==> src/rtl/lcd_fetch_pkg.sv <==
package lcd_fetch_pkg;
  typedef enum logic [1:0] {SEQ_IDLE, SEQ_REQ, SEQ_DATA, SEQ_HOLD} seq_state_e;

  localparam int ST_W    = 10;
  localparam int ST_EOF1 = 9;
  localparam int ST_EOF0 = 8;
  localparam int ST_PAL  = 6;
  localparam int ST_UNF  = 5;
  localparam int ST_SYNC = 2;

  localparam logic [1:0] MODE_PAL_ONLY = 2'b01;
endpackage

==> src/rtl/lcd_fetch_burst_calc.sv <==
module lcd_fetch_burst_calc #(
  parameter int AW     = 16,
  parameter int MAXLOG = 4,
  parameter int LW     = MAXLOG + 1
) (
  input  logic [AW-1:0] addr,
  input  logic [AW-1:0] ceil,
  input  logic [2:0]    code,
  output logic [LW-1:0] len,
  output logic          last
);
  localparam logic [2:0] CODE_CAP = 3'(MAXLOG);

  logic [AW:0]   remain;
  logic [AW:0]   bw_ext;
  logic [2:0]    code_c;
  logic [LW-1:0] bwords;

  always_comb begin
    remain = {1'b0, ceil} - {1'b0, addr} + (AW+1)'(1);
    code_c = (code > CODE_CAP) ? CODE_CAP : code;
    bwords = LW'(1) << code_c;
    bw_ext = (AW+1)'(bwords);
    last   = (remain <= bw_ext);
    len    = (remain < bw_ext) ? remain[LW-1:0] : bwords;
  end
endmodule

==> src/rtl/lcd_fetch_fsm.sv <==
module lcd_fetch_fsm
  import lcd_fetch_pkg::*;
#(
  parameter int AW        = 16,
  parameter int MAXLOG    = 4,
  parameter int LW        = MAXLOG + 1,
  parameter int PAL_SMALL = 8,
  parameter int PAL_LARGE = 128
) (
  input  logic          clk,
  input  logic          rst_n,
  input  logic          raster_en,
  input  logic [1:0]    load_mode,
  input  logic          dual_en,
  input  logic          pal_large,
  input  logic [2:0]    burst_code,
  input  logic [AW-1:0] base0,
  input  logic [AW-1:0] ceil0,
  input  logic [AW-1:0] base1,
  input  logic [AW-1:0] ceil1,
  output logic          req_valid,
  input  logic          req_ready,
  output logic [AW-1:0] req_addr,
  output logic [LW-1:0] req_len,
  input  logic          rsp_valid,
  output logic          rsp_ready,
  input  logic          out_ready,
  output logic          data_phase,
  output logic          is_pal,
  output logic          ev_pal,
  output logic          ev_eof0,
  output logic          ev_eof1
);
  localparam logic [AW-1:0] PAL_SMALL_LAST = AW'(PAL_SMALL - 1);
  localparam logic [AW-1:0] PAL_LARGE_LAST = AW'(PAL_LARGE - 1);

  seq_state_e    state_q;
  logic          is_pal_q, buf_q, last_q;
  logic [AW-1:0] addr_q, ceil_q;
  logic [LW-1:0] left_q;
  logic [LW-1:0] calc_len;
  logic          calc_last;
  logic          beat, burst_end, region_end;
  logic          nxt_buf;
  logic [AW-1:0] nxt_base, nxt_ceil;

  lcd_fetch_burst_calc #(.AW(AW), .MAXLOG(MAXLOG), .LW(LW)) calc_i (
    .addr(addr_q), .ceil(ceil_q), .code(burst_code),
    .len(calc_len), .last(calc_last)
  );

  always_comb begin
    req_valid  = (state_q == SEQ_REQ);
    req_addr   = addr_q;
    req_len    = calc_len;
    data_phase = (state_q == SEQ_DATA);
    rsp_ready  = data_phase && out_ready;
    is_pal     = is_pal_q;
    beat       = rsp_valid && rsp_ready;
    burst_end  = beat && (left_q == LW'(1));
    region_end = burst_end && last_q;
    nxt_buf    = is_pal_q ? 1'b0 : (dual_en ? ~buf_q : 1'b0);
    nxt_base   = nxt_buf ? base1 : base0;
    nxt_ceil   = nxt_buf ? ceil1 : ceil0;
    ev_pal     = (region_end && is_pal_q) || (state_q == SEQ_HOLD && raster_en);
    ev_eof0    = region_end && !is_pal_q && !buf_q;
    ev_eof1    = region_end && !is_pal_q && buf_q;
  end

  always_ff @(posedge clk or negedge rst_n) begin
    if (!rst_n) begin
      state_q  <= SEQ_IDLE;
      is_pal_q <= 1'b0;
      buf_q    <= 1'b0;
      last_q   <= 1'b0;
      addr_q   <= '0;
      ceil_q   <= '0;
      left_q   <= '0;
    end else begin
      case (state_q)
        SEQ_IDLE: if (raster_en) begin
          state_q <= SEQ_REQ;
          buf_q   <= 1'b0;
          addr_q  <= base0;
          if (load_mode[1]) begin
            is_pal_q <= 1'b0;
            ceil_q   <= ceil0;
          end else begin
            is_pal_q <= 1'b1;
            ceil_q   <= base0 + (pal_large ? PAL_LARGE_LAST : PAL_SMALL_LAST);
          end
        end
        SEQ_REQ: if (req_ready) begin
          addr_q  <= addr_q + AW'(calc_len);
          left_q  <= calc_len;
          last_q  <= calc_last;
          state_q <= SEQ_DATA;
        end
        SEQ_DATA: if (beat) begin
          left_q <= left_q - LW'(1);
          if (burst_end) begin
            state_q <= raster_en ? SEQ_REQ : SEQ_IDLE;
            if (last_q) begin
              if (is_pal_q && load_mode == MODE_PAL_ONLY) begin
                state_q <= SEQ_HOLD;
              end else begin
                is_pal_q <= 1'b0;
                buf_q    <= nxt_buf;
                addr_q   <= nxt_base;
                ceil_q   <= nxt_ceil;
              end
            end
          end
        end
        SEQ_HOLD: if (!raster_en) state_q <= SEQ_IDLE;
        default: state_q <= SEQ_IDLE;
      endcase
    end
  end

  assert_req_hold_R11: assert property (@(posedge clk) disable iff (!rst_n)
    req_valid && !req_ready |=> req_valid && $stable(req_addr) && $stable(req_len));

  assert_no_overread_R5: assert property (@(posedge clk) disable iff (!rst_n)
    req_valid |-> ({1'b0, req_addr} + (AW+1)'(req_len) - (AW+1)'(1)) <= {1'b0, ceil_q});

  assert_len_legal_R5: assert property (@(posedge clk) disable iff (!rst_n)
    req_valid |-> (req_len != '0) && (req_len <= (LW'(1) << MAXLOG)));

  assert_hold_silent_R3: assert property (@(posedge clk) disable iff (!rst_n)
    state_q == SEQ_HOLD |=> !req_valid);
endmodule

==> src/rtl/lcd_fetch_status.sv <==
module lcd_fetch_status
  import lcd_fetch_pkg::*;
(
  input  logic            clk,
  input  logic            rst_n,
  input  logic            ev_pal,
  input  logic            ev_eof0,
  input  logic            ev_eof1,
  input  logic            pal_irq_en,
  input  logic            eof_irq_en,
  input  logic            raster_en,
  input  logic            pix_demand,
  input  logic            fifo_empty,
  input  logic            clr_en,
  input  logic [ST_W-1:0] clr_mask,
  output logic [ST_W-1:0] status
);
  logic [ST_W-1:0] status_q, set_vec, clr_vec;
  logic            unf;

  always_comb begin
    unf              = raster_en && pix_demand && fifo_empty;
    set_vec          = '0;
    set_vec[ST_EOF1] = ev_eof1 && eof_irq_en;
    set_vec[ST_EOF0] = ev_eof0 && eof_irq_en;
    set_vec[ST_PAL]  = ev_pal && pal_irq_en;
    set_vec[ST_UNF]  = unf;
    set_vec[ST_SYNC] = unf && status_q[ST_UNF];
    clr_vec          = clr_en ? clr_mask : '0;
    status           = status_q;
  end

  always_ff @(posedge clk or negedge rst_n) begin
    if (!rst_n) status_q <= '0;
    else        status_q <= (status_q & ~clr_vec) | set_vec;
  end

  assert_w1c_clear_R9: assert property (@(posedge clk) disable iff (!rst_n)
    clr_en && clr_mask[ST_EOF0] && !set_vec[ST_EOF0] |=> !status_q[ST_EOF0]);

  assert_sync_needs_unf_R10: assert property (@(posedge clk) disable iff (!rst_n)
    $rose(status_q[ST_SYNC]) |-> status_q[ST_UNF]);

  assert_pal_gated_R8: assert property (@(posedge clk) disable iff (!rst_n)
    $rose(status_q[ST_PAL]) |-> $past(pal_irq_en));

  assert_eof_gated_R7: assert property (@(posedge clk) disable iff (!rst_n)
    $rose(status_q[ST_EOF1]) |-> $past(eof_irq_en));
endmodule

==> src/rtl/lcd_fetch_seq.sv <==
module lcd_fetch_seq
  import lcd_fetch_pkg::*;
#(
  parameter int AW              = 16,
  parameter int DW              = 32,
  parameter int MAXLOG          = 4,
  parameter int WORD_BYTES      = 4,
  parameter int PAL_SMALL_BYTES = 32,
  parameter int PAL_LARGE_BYTES = 512,
  parameter int LW              = MAXLOG + 1
) (
  input  logic          clk,
  input  logic          rst_n,
  input  logic          raster_en,
  input  logic [1:0]    load_mode,
  input  logic          dual_buf_en,
  input  logic [2:0]    burst_code,
  input  logic          pal_large,
  input  logic          pal_irq_en,
  input  logic          eof_irq_en,
  input  logic [AW-1:0] base0,
  input  logic [AW-1:0] ceil0,
  input  logic [AW-1:0] base1,
  input  logic [AW-1:0] ceil1,
  output logic          req_valid,
  input  logic          req_ready,
  output logic [AW-1:0] req_addr,
  output logic [LW-1:0] req_len,
  input  logic          rsp_valid,
  output logic          rsp_ready,
  input  logic [DW-1:0] rsp_data,
  output logic          out_valid,
  input  logic          out_ready,
  output logic [DW-1:0] out_data,
  output logic          out_is_pal,
  input  logic          pix_demand,
  input  logic          fifo_empty,
  input  logic          stat_clr_en,
  input  logic [9:0]    stat_clr_mask,
  output logic [9:0]    status
);
  localparam int PAL_SMALL = PAL_SMALL_BYTES / WORD_BYTES;
  localparam int PAL_LARGE = PAL_LARGE_BYTES / WORD_BYTES;

  logic data_phase, ev_pal, ev_eof0, ev_eof1;

  lcd_fetch_fsm #(
    .AW(AW), .MAXLOG(MAXLOG), .LW(LW),
    .PAL_SMALL(PAL_SMALL), .PAL_LARGE(PAL_LARGE)
  ) fsm_i (
    .clk(clk), .rst_n(rst_n), .raster_en(raster_en), .load_mode(load_mode),
    .dual_en(dual_buf_en), .pal_large(pal_large), .burst_code(burst_code),
    .base0(base0), .ceil0(ceil0), .base1(base1), .ceil1(ceil1),
    .req_valid(req_valid), .req_ready(req_ready), .req_addr(req_addr),
    .req_len(req_len), .rsp_valid(rsp_valid), .rsp_ready(rsp_ready),
    .out_ready(out_ready), .data_phase(data_phase), .is_pal(out_is_pal),
    .ev_pal(ev_pal), .ev_eof0(ev_eof0), .ev_eof1(ev_eof1)
  );

  lcd_fetch_status status_i (
    .clk(clk), .rst_n(rst_n), .ev_pal(ev_pal), .ev_eof0(ev_eof0),
    .ev_eof1(ev_eof1), .pal_irq_en(pal_irq_en), .eof_irq_en(eof_irq_en),
    .raster_en(raster_en), .pix_demand(pix_demand), .fifo_empty(fifo_empty),
    .clr_en(stat_clr_en), .clr_mask(stat_clr_mask), .status(status)
  );

  assign out_valid = rsp_valid && data_phase;
  assign out_data  = rsp_data;
endmodule

==> config.mk <==
export PLATFORM = sky130hd
export DESIGN_NAME = lcd_fetch_seq
export DESIGN_NICKNAME = d
export VERILOG_FILES = /design/src/rtl/lcd_fetch_pkg.sv /design/src/rtl/lcd_fetch_burst_calc.sv /design/src/rtl/lcd_fetch_fsm.sv /design/src/rtl/lcd_fetch_status.sv /design/src/rtl/lcd_fetch_seq.sv
export SDC_FILE = /design/constraint.sdc
export NUM_CORES = 1
export LEC_CHECK = 0
export ABC_CLOCK_PERIOD_IN_PS = 5030
export BUFFER_PORTS_ARGS = -buffer_cell sky130_fd_sc_hd__buf_2
export CORE_UTILIZATION = 47
export DETAILED_ROUTE_END_ITERATION = 6
export PLACE_DENSITY_LB_ADDON = 0.1
export SYNTH_ARGS = -nofsm -noshare
export SYNTH_HDL_FRONTEND = slang
export SYNTH_HIERARCHICAL = 1
export SYNTH_SLANG_ARGS = --single-unit
==> constraint.sdc <==
create_clock -name clk -period 5.03 [get_ports clk]
set_input_delay 0.7545 -clock clk [delete_from_list [all_inputs] [get_ports clk]]
set_output_delay 0.7545 -clock clk [all_outputs]
set_load 0.01 [all_outputs]
==> results.txt, run 1 <==
Clock Sinks -> 52
Final setup vio count -> 0
Slew Viols, Final -> 0
WL per Instance -> 19.22 µm
Area taken by multi-input logic gates -> 4178 µm²
CTS max path bufs -> 2
Cell Area, Synth -> 5799 µm²
Nets -> 1012
Syn avg cell area -> 8.168 µm²
Row count -> 40
Setup Slack @ Placement -> -0.1467 ns
Asr flop ratio synth -> 100.0%
Fillers -> 1149
Via count -> 6018
CP Capture Type -> register
EDFF count, synth -> 0
Area contributors post-synth -> dfrtp_1 22%, ha_1 12%, nand2_1 4.9%
Setup CP Type -> reg2reg
Post-synth cell types -> 94
Lkg Pwr -> 3.295 nW
Period utilisation layout -> 99.03%
Die Ht -> 113.1 µm
Main synth FF type -> dfrtp_1
Clk root buf -> clkbuf_16
Final worst setup slack -> 0.04898 ns
Seq. cell area -> 1301 µm²
Worst vdd ir -> 266.3 µV
# port buffers -> 126
Post-detail-place hpwl -> 14560 µm
Switching portion of total power -> 49.82%
GRT Total Usage -> 29.27%
I/O pin cnt -> 191
Status -> completed
Synth warnings -> 6
RD Place Congestion -> 0.9084
Die area -> 12790 µm²
Fin crit period -> 4.981 ns
Max Clock Freq -> 200.8 MHz
Antenna Cells -> 0
CP arrival -> 5.19 ns
Share of layout cells above drive strength 1 -> 30.97%
Leading area contributor after synthesis -> dfrtp_1
Required time of the critical path -> 5.23 ns
Flop pwr share -> 13.5%
Psw -> 2.660 mW
Final hold viol count -> 0
Comb pwr share -> 78.8%
HP Class -> reg2reg
Final wirelength -> 18830 µm
CP Max Fanout -> 4
Relative slew slack -> 38.61%
Leading cell type in the layout, fill and taps excluded -> buf_2
Drt pass-1 iters -> 6
Synthesized net count -> 890
Clk pwr share -> 7.6%
Routed Antenna Nets -> 0
Grt total ovfl -> 0
Internal -> 2.679 mW
Starting Density -> 48.28%
First-pass GRT wire length -> 29470 µm
Worst-path clk slew -> 0.08 ns
Cells after synthesis -> 710
CTS tree -> yes
#FFs+latches synth -> 52
Setup Skew -> 0.01321 ns
Clk Latency, worst-skew pair -> 0.30 ns
Sequential element share of the synthesized area -> 22.44%
Maxcap violations -> 0
Startpoint types -> register
Vias in the first global route -> 5743
Area growth syn-to-layout -> 20.99%
Hold slack -> 0.5047 ns
Pwr dens -> 761.0 nW/µm²
Post-CTS Hold Buffers -> 0
Core Area -> 12010 µm²
Post-synth top area share -> 22.44%
Worst-margin pin slew -> 0.9113 ns
CTS buffer count -> 5
Most frequent cells in the layout -> 126 x buf_2, 75 x nand2_1, 55 x a21oi_1
Initial DRC count -> 449
Die Width -> 113.1 µm
RSZ-0062 raised after global routing -> true
DR vias/cell -> 6.141
Largest net degree at the start of global routing -> 53
DRC viols -> 0
Antenna violations before repair -> 0
# H-tree levels -> 2
cells by family (layout without fill, tap and decap cells):
logic type                 count (synthesis)  in the layout  share of synthesized area [%]
xor gates and xnor gates                   9              9                          1.489
muxes                                     28             28                          5.545
adders and majority gates                 56             56                          12.34
DFF                                       52             52                          22.44
buffers and inverters                    108            231                          9.665
AOI/OAI and AO/OA                        239            239                          28.78
and+or+nand+nor                          218            218                          19.74
metrics by stage:
| stage | cells | utilization [%] | setup TNS (ns) | power [mW] | area, µm² |
|---|---|---|---|---|---|
| after floorplan | 710 | - | 0 | 3.426 | 5803 |
| after global placement | 962 | 54.41 | -0.03204 | 4.429 | 6535 |
| after detailed placement | 962 | 54.41 | -0.3569 | 4.473 | 6535 |
| after CTS | 973 | 56.83 | 0 | 5.076 | 6827 |
| after global routing | 980 | 58.42 | -1.355 | 5.810 | 7017 |
| final | 980 | 58.42 | 0 | 5.340 | 7017 |
layer usage:
metal,track usage (%),wire length (µm),vias to the layer above
met3,3.107,1137,46
met2,48.51,8850,258
li1,-,-,2857
met5,0,0,-
met1,39.60,8368,2857
met4,10.44,475,0
sequential cells by signal, indices dropped and copies added (netlist names):
signal / count
fsm_i/ceil_q: 16
fsm_i/req_addr: 16
status_i/status: 10
fsm_i/left_q: 5
fsm_i/state_q: 2
fsm_i/buf_q: 1
fsm_i/is_pal: 1
fsm_i/last_q: 1
critical path: stages (launching register included):
cell and delay (ns):
dfrtp_1 0.35, inv_1 0.05, ha_1 0.28, inv_1 0.06, ha_2 0.18, inv_2 0.04, fa_2 0.40, buf_4 0.15
xor2_1 0.22, inv_1 0.07, ha_1 0.30, o21ai_0 0.07, or2b_2 0.30, a21oi_1 0.28, nand4_4 0.18, buf_6 0.17
mux2i_4 0.19, inv_1 0.08, fa_2 0.36, nor2b_2 0.14, o31a_1 0.30, o2111ai_2 0.18, o31a_1 0.33, o32ai_2 0.19
layout make-up:
| type | instances | share of cell area (%) |
|---|---|---|
| Clock buffer | 6 | 1.837 |
| Inverter | 48 | 2.568 |
| Tap cell | 147 | 2.621 |
| Clock inverter | 2 | 0.5528 |
| Sequential cell | 52 | 18.54 |
| Timing Repair Buffer | 175 | 14.34 |
| Multi-Input combinational cell | 550 | 59.54 |
power groups by stage:
stage | logic, mW | registers, mW | clock network (mW)
final | 4.21 | 0.723 | 0.408
after global routing | 4.64 | 0.740 | 0.426
after CTS | 3.94 | 0.723 | 0.411
after detailed placement | 3.74 | 0.732 | 0
after global placement | 3.70 | 0.725 | 0
after floorplan | 2.67 | 0.752 | 0
cell usage after synthesis (9+ instances only):
cell      number
nand2_1       76
a21oi_1       56
ha_1          54
dfrtp_1       52
inv_1         47
o21ai_0       47
nor2_1        38
buf_4         33
nand3_1       22
clkbuf_1      16
mux2i_1       13
mux2_2        11
o211ai_1      10
a22o_1         9
nor2b_1        9
what timing repair did:
item                       CTS  global route
buffers inserted             3             7
setup endpoints to repair    5            15
pin swaps                    6            24
gates resized for setup     14            27
worst paths after layout:
kind                               startpoint                 end  slack [ns]  cells past startpoint
setup / recovery              fsm_i/ceil_q[1]   fsm_i/req_addr[8]        0.05                     23
hold / removal             status_i/status[9]  status_i/status[9]        0.50                      1
setup reg to reg              fsm_i/ceil_q[1]   fsm_i/req_addr[8]        0.05                     23
hold reg to reg            status_i/status[9]  status_i/status[9]        0.50                      1
max in group asynchronous               rst_n  fsm_i/req_addr[13]        3.96                      2
min in group asynchronous               rst_n     fsm_i/left_q[1]        0.57                      2
Note: power is estimated with default switching activity, not from simulation.
==> run 2: changes to the inputs <==
- CORE_ASPECT_RATIO: default -> 1.4
- PLACE_DENSITY: default -> 0.84
- PLACE_DENSITY_LB_ADDON: 0.1 -> default
==> results.txt, run 2 (synthesized netlist as in run 1, its figures left out) <==
RD Place Congestion -> 0.9654 (+6.3%)
Grt total ovfl -> 0 (unchanged)
# port buffers -> 126 (unchanged)
Nets -> 1013 (+0.099%)
Worst-path clk slew -> 0.07 ns (about the same)
CP arrival -> 5.22 ns (+0.03 ns)
WL per Instance -> 19.52 µm (+1.6%)
Most frequent cells in the layout -> 126 x buf_2, 75 x nand2_1, 54 x a21oi_1
TNS Setup -> 0 ns (unchanged)
GRT Total Usage -> 29.36% (+0.084 points)
Post-detail-place hpwl -> 14030 µm (-3.6%)
Final worst setup slack -> 0.01032 ns (-0.03866 ns)
Startpoint types -> register
Share of layout cells above drive strength 1 -> 31.29% (+0.32 points)
Switching portion of total power -> 50.93% (+1.1 points)
Die Width -> 95.88 µm (-15%)
Vias in the first global route -> 6012 (+4.7%)
Post-CTS Hold Buffers -> 0 (unchanged)
Leading cell type in the layout, fill and taps excluded -> buf_2
Pwr dens -> 758.8 nW/µm² (-0.29%)
HP Class -> reg2reg
Final wirelength -> 19150 µm (+1.7%)
RSZ-0062 raised after global routing -> true
Max Clock Freq -> 199.2 MHz (-0.77%)
CP Max Fanout -> 4 (unchanged)
Flop pwr share -> 13.6% (about the same)
Initial DRC count -> 602 (+34%)
Via count -> 6230 (+3.5%)
Clk Latency, worst-skew pair -> 0.30 ns (about the same)
Cell Chain, Critical Path -> inv_1, ha_1, inv_1, ha_2, inv_2, fa_2, nor2b_2, o21ai_1, and3_1, a311o_1, or4_4, a2111oi_4, nand4_4, mux2_4, ha_4, inv_2, fa_2, nor2b_2, o31a_1, o2111ai_2, o31a_1, o32ai_2
Antenna Cells -> 0 (unchanged)
Worst vdd ir -> 315.5 µV (+19%)
Clk pwr share -> 7.7% (about the same)
Die area -> 12790 µm² (about the same)
Final setup vio count -> 0 (unchanged)
CTS tree -> yes
Fin crit period -> 5.020 ns (+0.03866 ns)
Final core occ -> 59.21% (+0.79 points)
Lkg Pwr -> 3.306 nW (+0.35%)
# H-tree levels -> 2 (unchanged)
Slew Viols, Final -> 0 (unchanged)
Buf/Inv on CP -> 4 (-3)
Die Ht -> 133.4 µm (+18%)
Psw -> 2.731 mW (+2.7%)
Setup CP Type -> reg2reg
Worst-margin pin slew -> 0.9794 ns (+0.06810 ns)
First-pass GRT wire length -> 29210 µm (-0.89%)
Worst path max stage delay -> 0.44 ns (+0.04 ns)
Setup Skew -> 0.007582 ns (-0.005633 ns)
Antenna violations before repair -> 0 (unchanged)
Routed Antenna Nets -> 0 (unchanged)
CP Capture Type -> register
Maxcap violations -> 0 (unchanged)
CP top delay family -> compound AO/OA/AOI/OAI gates
Period utilisation layout -> 99.79% (+0.77 points)
Clk root buf -> clkbuf_16
Drt pass-1 iters -> 5 (-1)
Setup Slack @ Placement -> -0.1661 ns (-0.01934 ns)
DR vias/cell -> 6.351 (+3.4%)
Starting Density -> 48.58% (+0.30 points)
Comb pwr share -> 78.7% (about the same)
CTS buffer count -> 5 (unchanged)
CTS max path bufs -> 2 (unchanged)
Area growth syn-to-layout -> 21.88%
DRC viols -> 0 (unchanged)
Core Area -> 11940 µm² (-0.61%)
Largest net degree at the start of global routing -> 53 (unchanged)
Relative slew slack -> 34.02% (-4.6 points)
Status -> completed
I/O pin cnt -> 191 (unchanged)
Row count -> 47 (+18%)
Clock Sinks -> 52 (unchanged)
Crit path max-delay cell type -> or4_4
Final hold viol count -> 0 (unchanged)
Internal -> 2.632 mW (-1.8%)
Required time of the critical path -> 5.23 ns (about the same)
## run 2: cell count changes in the layout (fill, tap and decap cells not counted), sizes merged
cell / delta
buf: +1
clkinv: +1
inv: -1
## run 2: final timing paths
path                                      start            endpoint  slack, ns  depth (start not counted)
worst max register to register  fsm_i/ceil_q[1]   fsm_i/req_addr[8]       0.01                         22
worst min register to register  fsm_i/ceil_q[2]     fsm_i/ceil_q[2]       0.50                          2
max in group asynchronous                 rst_n  status_i/status[3]       3.97                          2
worst max-delay path            fsm_i/ceil_q[1]   fsm_i/req_addr[8]       0.01                         22
min in group asynchronous                 rst_n     fsm_i/ceil_q[8]       0.58                          2
worst min-delay path            fsm_i/ceil_q[2]     fsm_i/ceil_q[2]       0.50                          2
## run 2: power groups by stage
stage / Clock [mW] / Combinational (mW) / Sequential (mW)
finish: 0.413 / 4.22 / 0.727
global route: 0.434 / 4.56 / 0.743
CTS: 0.416 / 3.84 / 0.721
detailed placement: 0 / 3.65 / 0.731
global placement: 0 / 3.56 / 0.720
floorplan: 0 / 2.67 / 0.752
## run 2: timing repair
item,4_1_cts,5_1_grt
setup endpoints to repair,4,15
buffers inserted,13,3
gates resized for setup,21,27
pin swaps,10,20
gates cloned,0,0
## run 2: tightest hold or removal path, stage by stage (launching register included)
cell and delay (ns):
dfrtp_1 0.35, nand2_1 0.05, o21ai_0 0.06
## run 2: stage by stage
step,area (µm²),instances,total power [mW],hold slack [ns]
final,7068,981,5.363,0.4984
after global routing,7068,981,5.742,0.5115
after CTS,6877,978,4.977,0.4942
after detailed placement,6497,957,4.382,0.4778
after global placement,6497,957,4.282,0.4659
after floorplan,5803,710,3.426,0.4460
## run 2: area by class of cell
class,instances,area (µm²)
clock buffers,6,138.9
clock inverters,2,38.79
fillers,1022,4870
inverters,48,180.2
multi-input cells,550,4204
flip-flops and latches,52,1301
well taps,147,183.9
repair buffers,176,1021
## run 2: metal layers
metal / up-vias / track usage, % / part of all wire [%]
li1: 2864 / - / -
met1: 2899 / 33.86 / 36
met5: - / 0 / 0
met2: 365 / 50.24 / 50
met3: 102 / 4.167 / 7.7
met4: 0 / 17.74 / 6.4
==> run 3: changes to the inputs <==
- BUFFER_PORTS_ARGS: -buffer_cell sky130_fd_sc_hd__buf_2 -> -buffer_cell sky130_fd_sc_hd__buf_4
==> results.txt, run 3 (synthesized netlist as in run 1, its figures left out) <==
Switching portion of total power -> 49.97% (-0.96 points)
Leading cell type in the layout, fill and taps excluded -> buf_4
Row count -> 47 (unchanged)
GRT busiest layer -> met2
GRT Total Usage -> 29.26% (-0.094 points)
RD Place Congestion -> 0.9529 (-1.3%)
Levels on crit path -> 23 (+4.5%)
Fillers -> 1006 (-1.6%)
Cell Chain, Critical Path -> ha_4, inv_2, ha_4, inv_2, fa_2, buf_4, buf_4, xor2_1, inv_1, ha_1, o21ai_0, or2b_2, a21oi_2, nand4_4, buf_6, mux2i_4, inv_2, fa_2, nor2b_2, o31a_1, o21ai_2, o31a_1, o32ai_2
Pwr dens -> 740.2 nW/µm² (-2.4%)
Lkg Pwr -> 3.350 nW (+1.3%)
Max Clock Freq -> 204.2 MHz (+2.5%)
CTS tree -> yes
Comb pwr share -> 80.0% (+1.3 points)
Starting Density -> 48.58% (unchanged)
Setup Slack @ Placement -> -0.07221 ns (+0.09384 ns)
Final worst setup slack -> 0.1334 ns (+0.1231 ns)
Grt total ovfl -> 0 (unchanged)
Most frequent cells in the layout -> 170 x buf_4, 76 x nand2_1, 53 x a21oi_1
Required time of the critical path -> 5.23 ns (about the same)
Worst R2R Path Depth -> 23 (+4.5%)
Cell mode on critical path -> inv_2
Worst-margin pin slew -> 0.8748 ns (-0.1045 ns)
Fin crit period -> 4.897 ns (-0.1231 ns)
CTS buffer count -> 5 (unchanged)
Clk Latency, worst-skew pair -> 0.30 ns (about the same)
Worst-path clk slew -> 0.08 ns (about the same)
Clock Sinks -> 52 (unchanged)
Final wirelength -> 18810 µm (-1.8%)
CP top delay family -> adder cells
DR vias/cell -> 6.315 (-0.56%)
RSZ-0062 raised after global routing -> true
Final core occ -> 61.61% (+2.4 points)
CTS max path bufs -> 2 (unchanged)
Area taken by multi-input logic gates -> 4240 µm² (+0.86%)
Initial DRC count -> 523 (-13%)
Via count -> 6170 (-0.96%)
Startpoint types -> register
Worst vdd ir -> 318.0 µV (+0.77%)
Status -> completed
Seq. cell area -> 1301 µm² (unchanged)
Antenna violations before repair -> 0 (unchanged)
Maxcap violations -> 0 (unchanged)
Die Ht -> 133.4 µm (unchanged)
Global routing usage on met3 -> 3.196% (-0.97 points)
Final hold viol count -> 0 (unchanged)
Setup Skew -> 0.009561 ns (+0.001980 ns)
Worst path max stage delay -> 0.42 ns (-0.02 ns)
Period utilisation layout -> 97.35% (-2.4 points)
Nets -> 1009 (-0.39%)
Relative slew slack -> 41.45% (+7.4 points)
Met1 Usage GRT -> 34.72% (+0.86 points)
HP Class -> in2async
Slew Viols, Final -> 0 (unchanged)
First-pass GRT wire length -> 29250 µm (+0.14%)
Share of layout cells above drive strength 1 -> 31.45% (+0.15 points)
Routed Antenna Nets -> 0 (unchanged)
Clk pwr share -> 6.6% (-1.1 points)
Die area -> 12790 µm² (unchanged)
Internal -> 2.724 mW (+3.5%)
I/O pin cnt -> 191 (unchanged)
Flop pwr share -> 13.4% (-0.2 points)
Post-CTS Hold Buffers -> 0 (unchanged)
Area growth syn-to-layout -> 26.82%
Post-detail-place hpwl -> 14090 µm (+0.38%)
Drt pass-1 iters -> 7 (+2)
WL per Instance -> 19.25 µm (-1.4%)
Final setup vio count -> 0 (unchanged)
Antenna Cells -> 0 (unchanged)
Psw -> 2.720 mW (-0.41%)
Setup CP Type -> reg2reg
Clk root buf -> clkbuf_16
# port buffers -> 126 (unchanged)
Core Area -> 11940 µm² (unchanged)
CP arrival -> 5.10 ns (-0.12 ns)
Largest net degree at the start of global routing -> 53 (unchanged)
Crit path max-delay cell type -> dfrtp_1
# H-tree levels -> 2 (unchanged)
CP Max Fanout -> 6 (+2)
Met2 usage -> 50.91% (+0.67 points)
DRC viols -> 0 (unchanged)
CP Capture Type -> register
Vias in the first global route -> 5963 (-0.82%)
Buf/Inv on CP -> 7 (+3)
Die Width -> 95.88 µm (unchanged)
[run 3: path summary, 6_finish.rpt]
path                               startpoint            endpoint  slack, ns
setup / recovery            fsm_i/req_addr[1]  fsm_i/req_addr[10]       0.13
hold / removal                          rst_n     fsm_i/ceil_q[8]       0.48
setup reg to reg            fsm_i/req_addr[1]  fsm_i/req_addr[10]       0.13
hold reg to reg            status_i/status[6]  status_i/status[6]       0.51
max in group asynchronous               rst_n    fsm_i/state_q[1]       4.06
min in group clk           status_i/status[6]  status_i/status[6]       0.51
[run 3: worst register-to-register path: stages, from the launching register on]
cell     delay, ns
dfrtp_1       0.42
ha_4          0.26
inv_2         0.06
ha_4          0.13
inv_2         0.03
fa_2          0.35
buf_4         0.14
buf_4         0.12
xor2_1        0.18
inv_1         0.07
ha_1          0.31
o21ai_0       0.09
or2b_2        0.32
a21oi_2       0.21
nand4_4       0.15
buf_6         0.17
mux2i_4       0.19
inv_2         0.06
fa_2          0.37
nor2b_2       0.14
o31a_1        0.34
o21ai_2       0.14
o31a_1        0.27
o32ai_2       0.26
[run 3: per-layer routing]
metal	vias up	wire length (µm)
met3	76	1282
met4	0	936
met2	328	9618
met5	-	0
met1	2920	6969
li1	2846	-
[run 3: layout make-up]
type | count | share of cell area (%)
clock buffers | 5 | 1.701
clock inverters | 3 | 0.3403
inverters | 48 | 2.450
multi-input cells | 550 | 57.66
flip-flops and latches | 52 | 17.69
well taps | 147 | 2.501
repair buffers | 172 | 17.66
[run 3: power by group through the flow]
stage | Sequential [mW] | Clock (mW) | Combinational [mW]
6_report | 0.728 | 0.359 | 4.36
5_1_grt | 0.744 | 0.378 | 4.74
4_1_cts | 0.716 | 0.361 | 3.91
3_5_place_dp | 0.725 | 0 | 3.72
3_3_place_gp | 0.716 | 0 | 3.67
2_1_floorplan | 0.752 | 0 | 2.67
[run 3: what timing repair did]
action,4_1_cts,5_1_grt
pin swaps,14,21
gates resized for setup,21,30
endpoints found under the setup margin,4,14
setup buffers,5,5
[run 3: metrics by stage]
step	power, mW	setup TNS [ns]	std cells	cell area (µm²)	hold slack (ns)
after floorplan	3.426	0	710	5803	0.4460
after global placement	4.389	0	959	6828	0.4659
after detailed placement	4.449	-0.1440	959	6828	0.4850
after CTS	4.985	0	972	7132	0.5028
after global routing	5.861	-0.2960	977	7355	0.5224
final	5.444	0	977	7355	0.4777
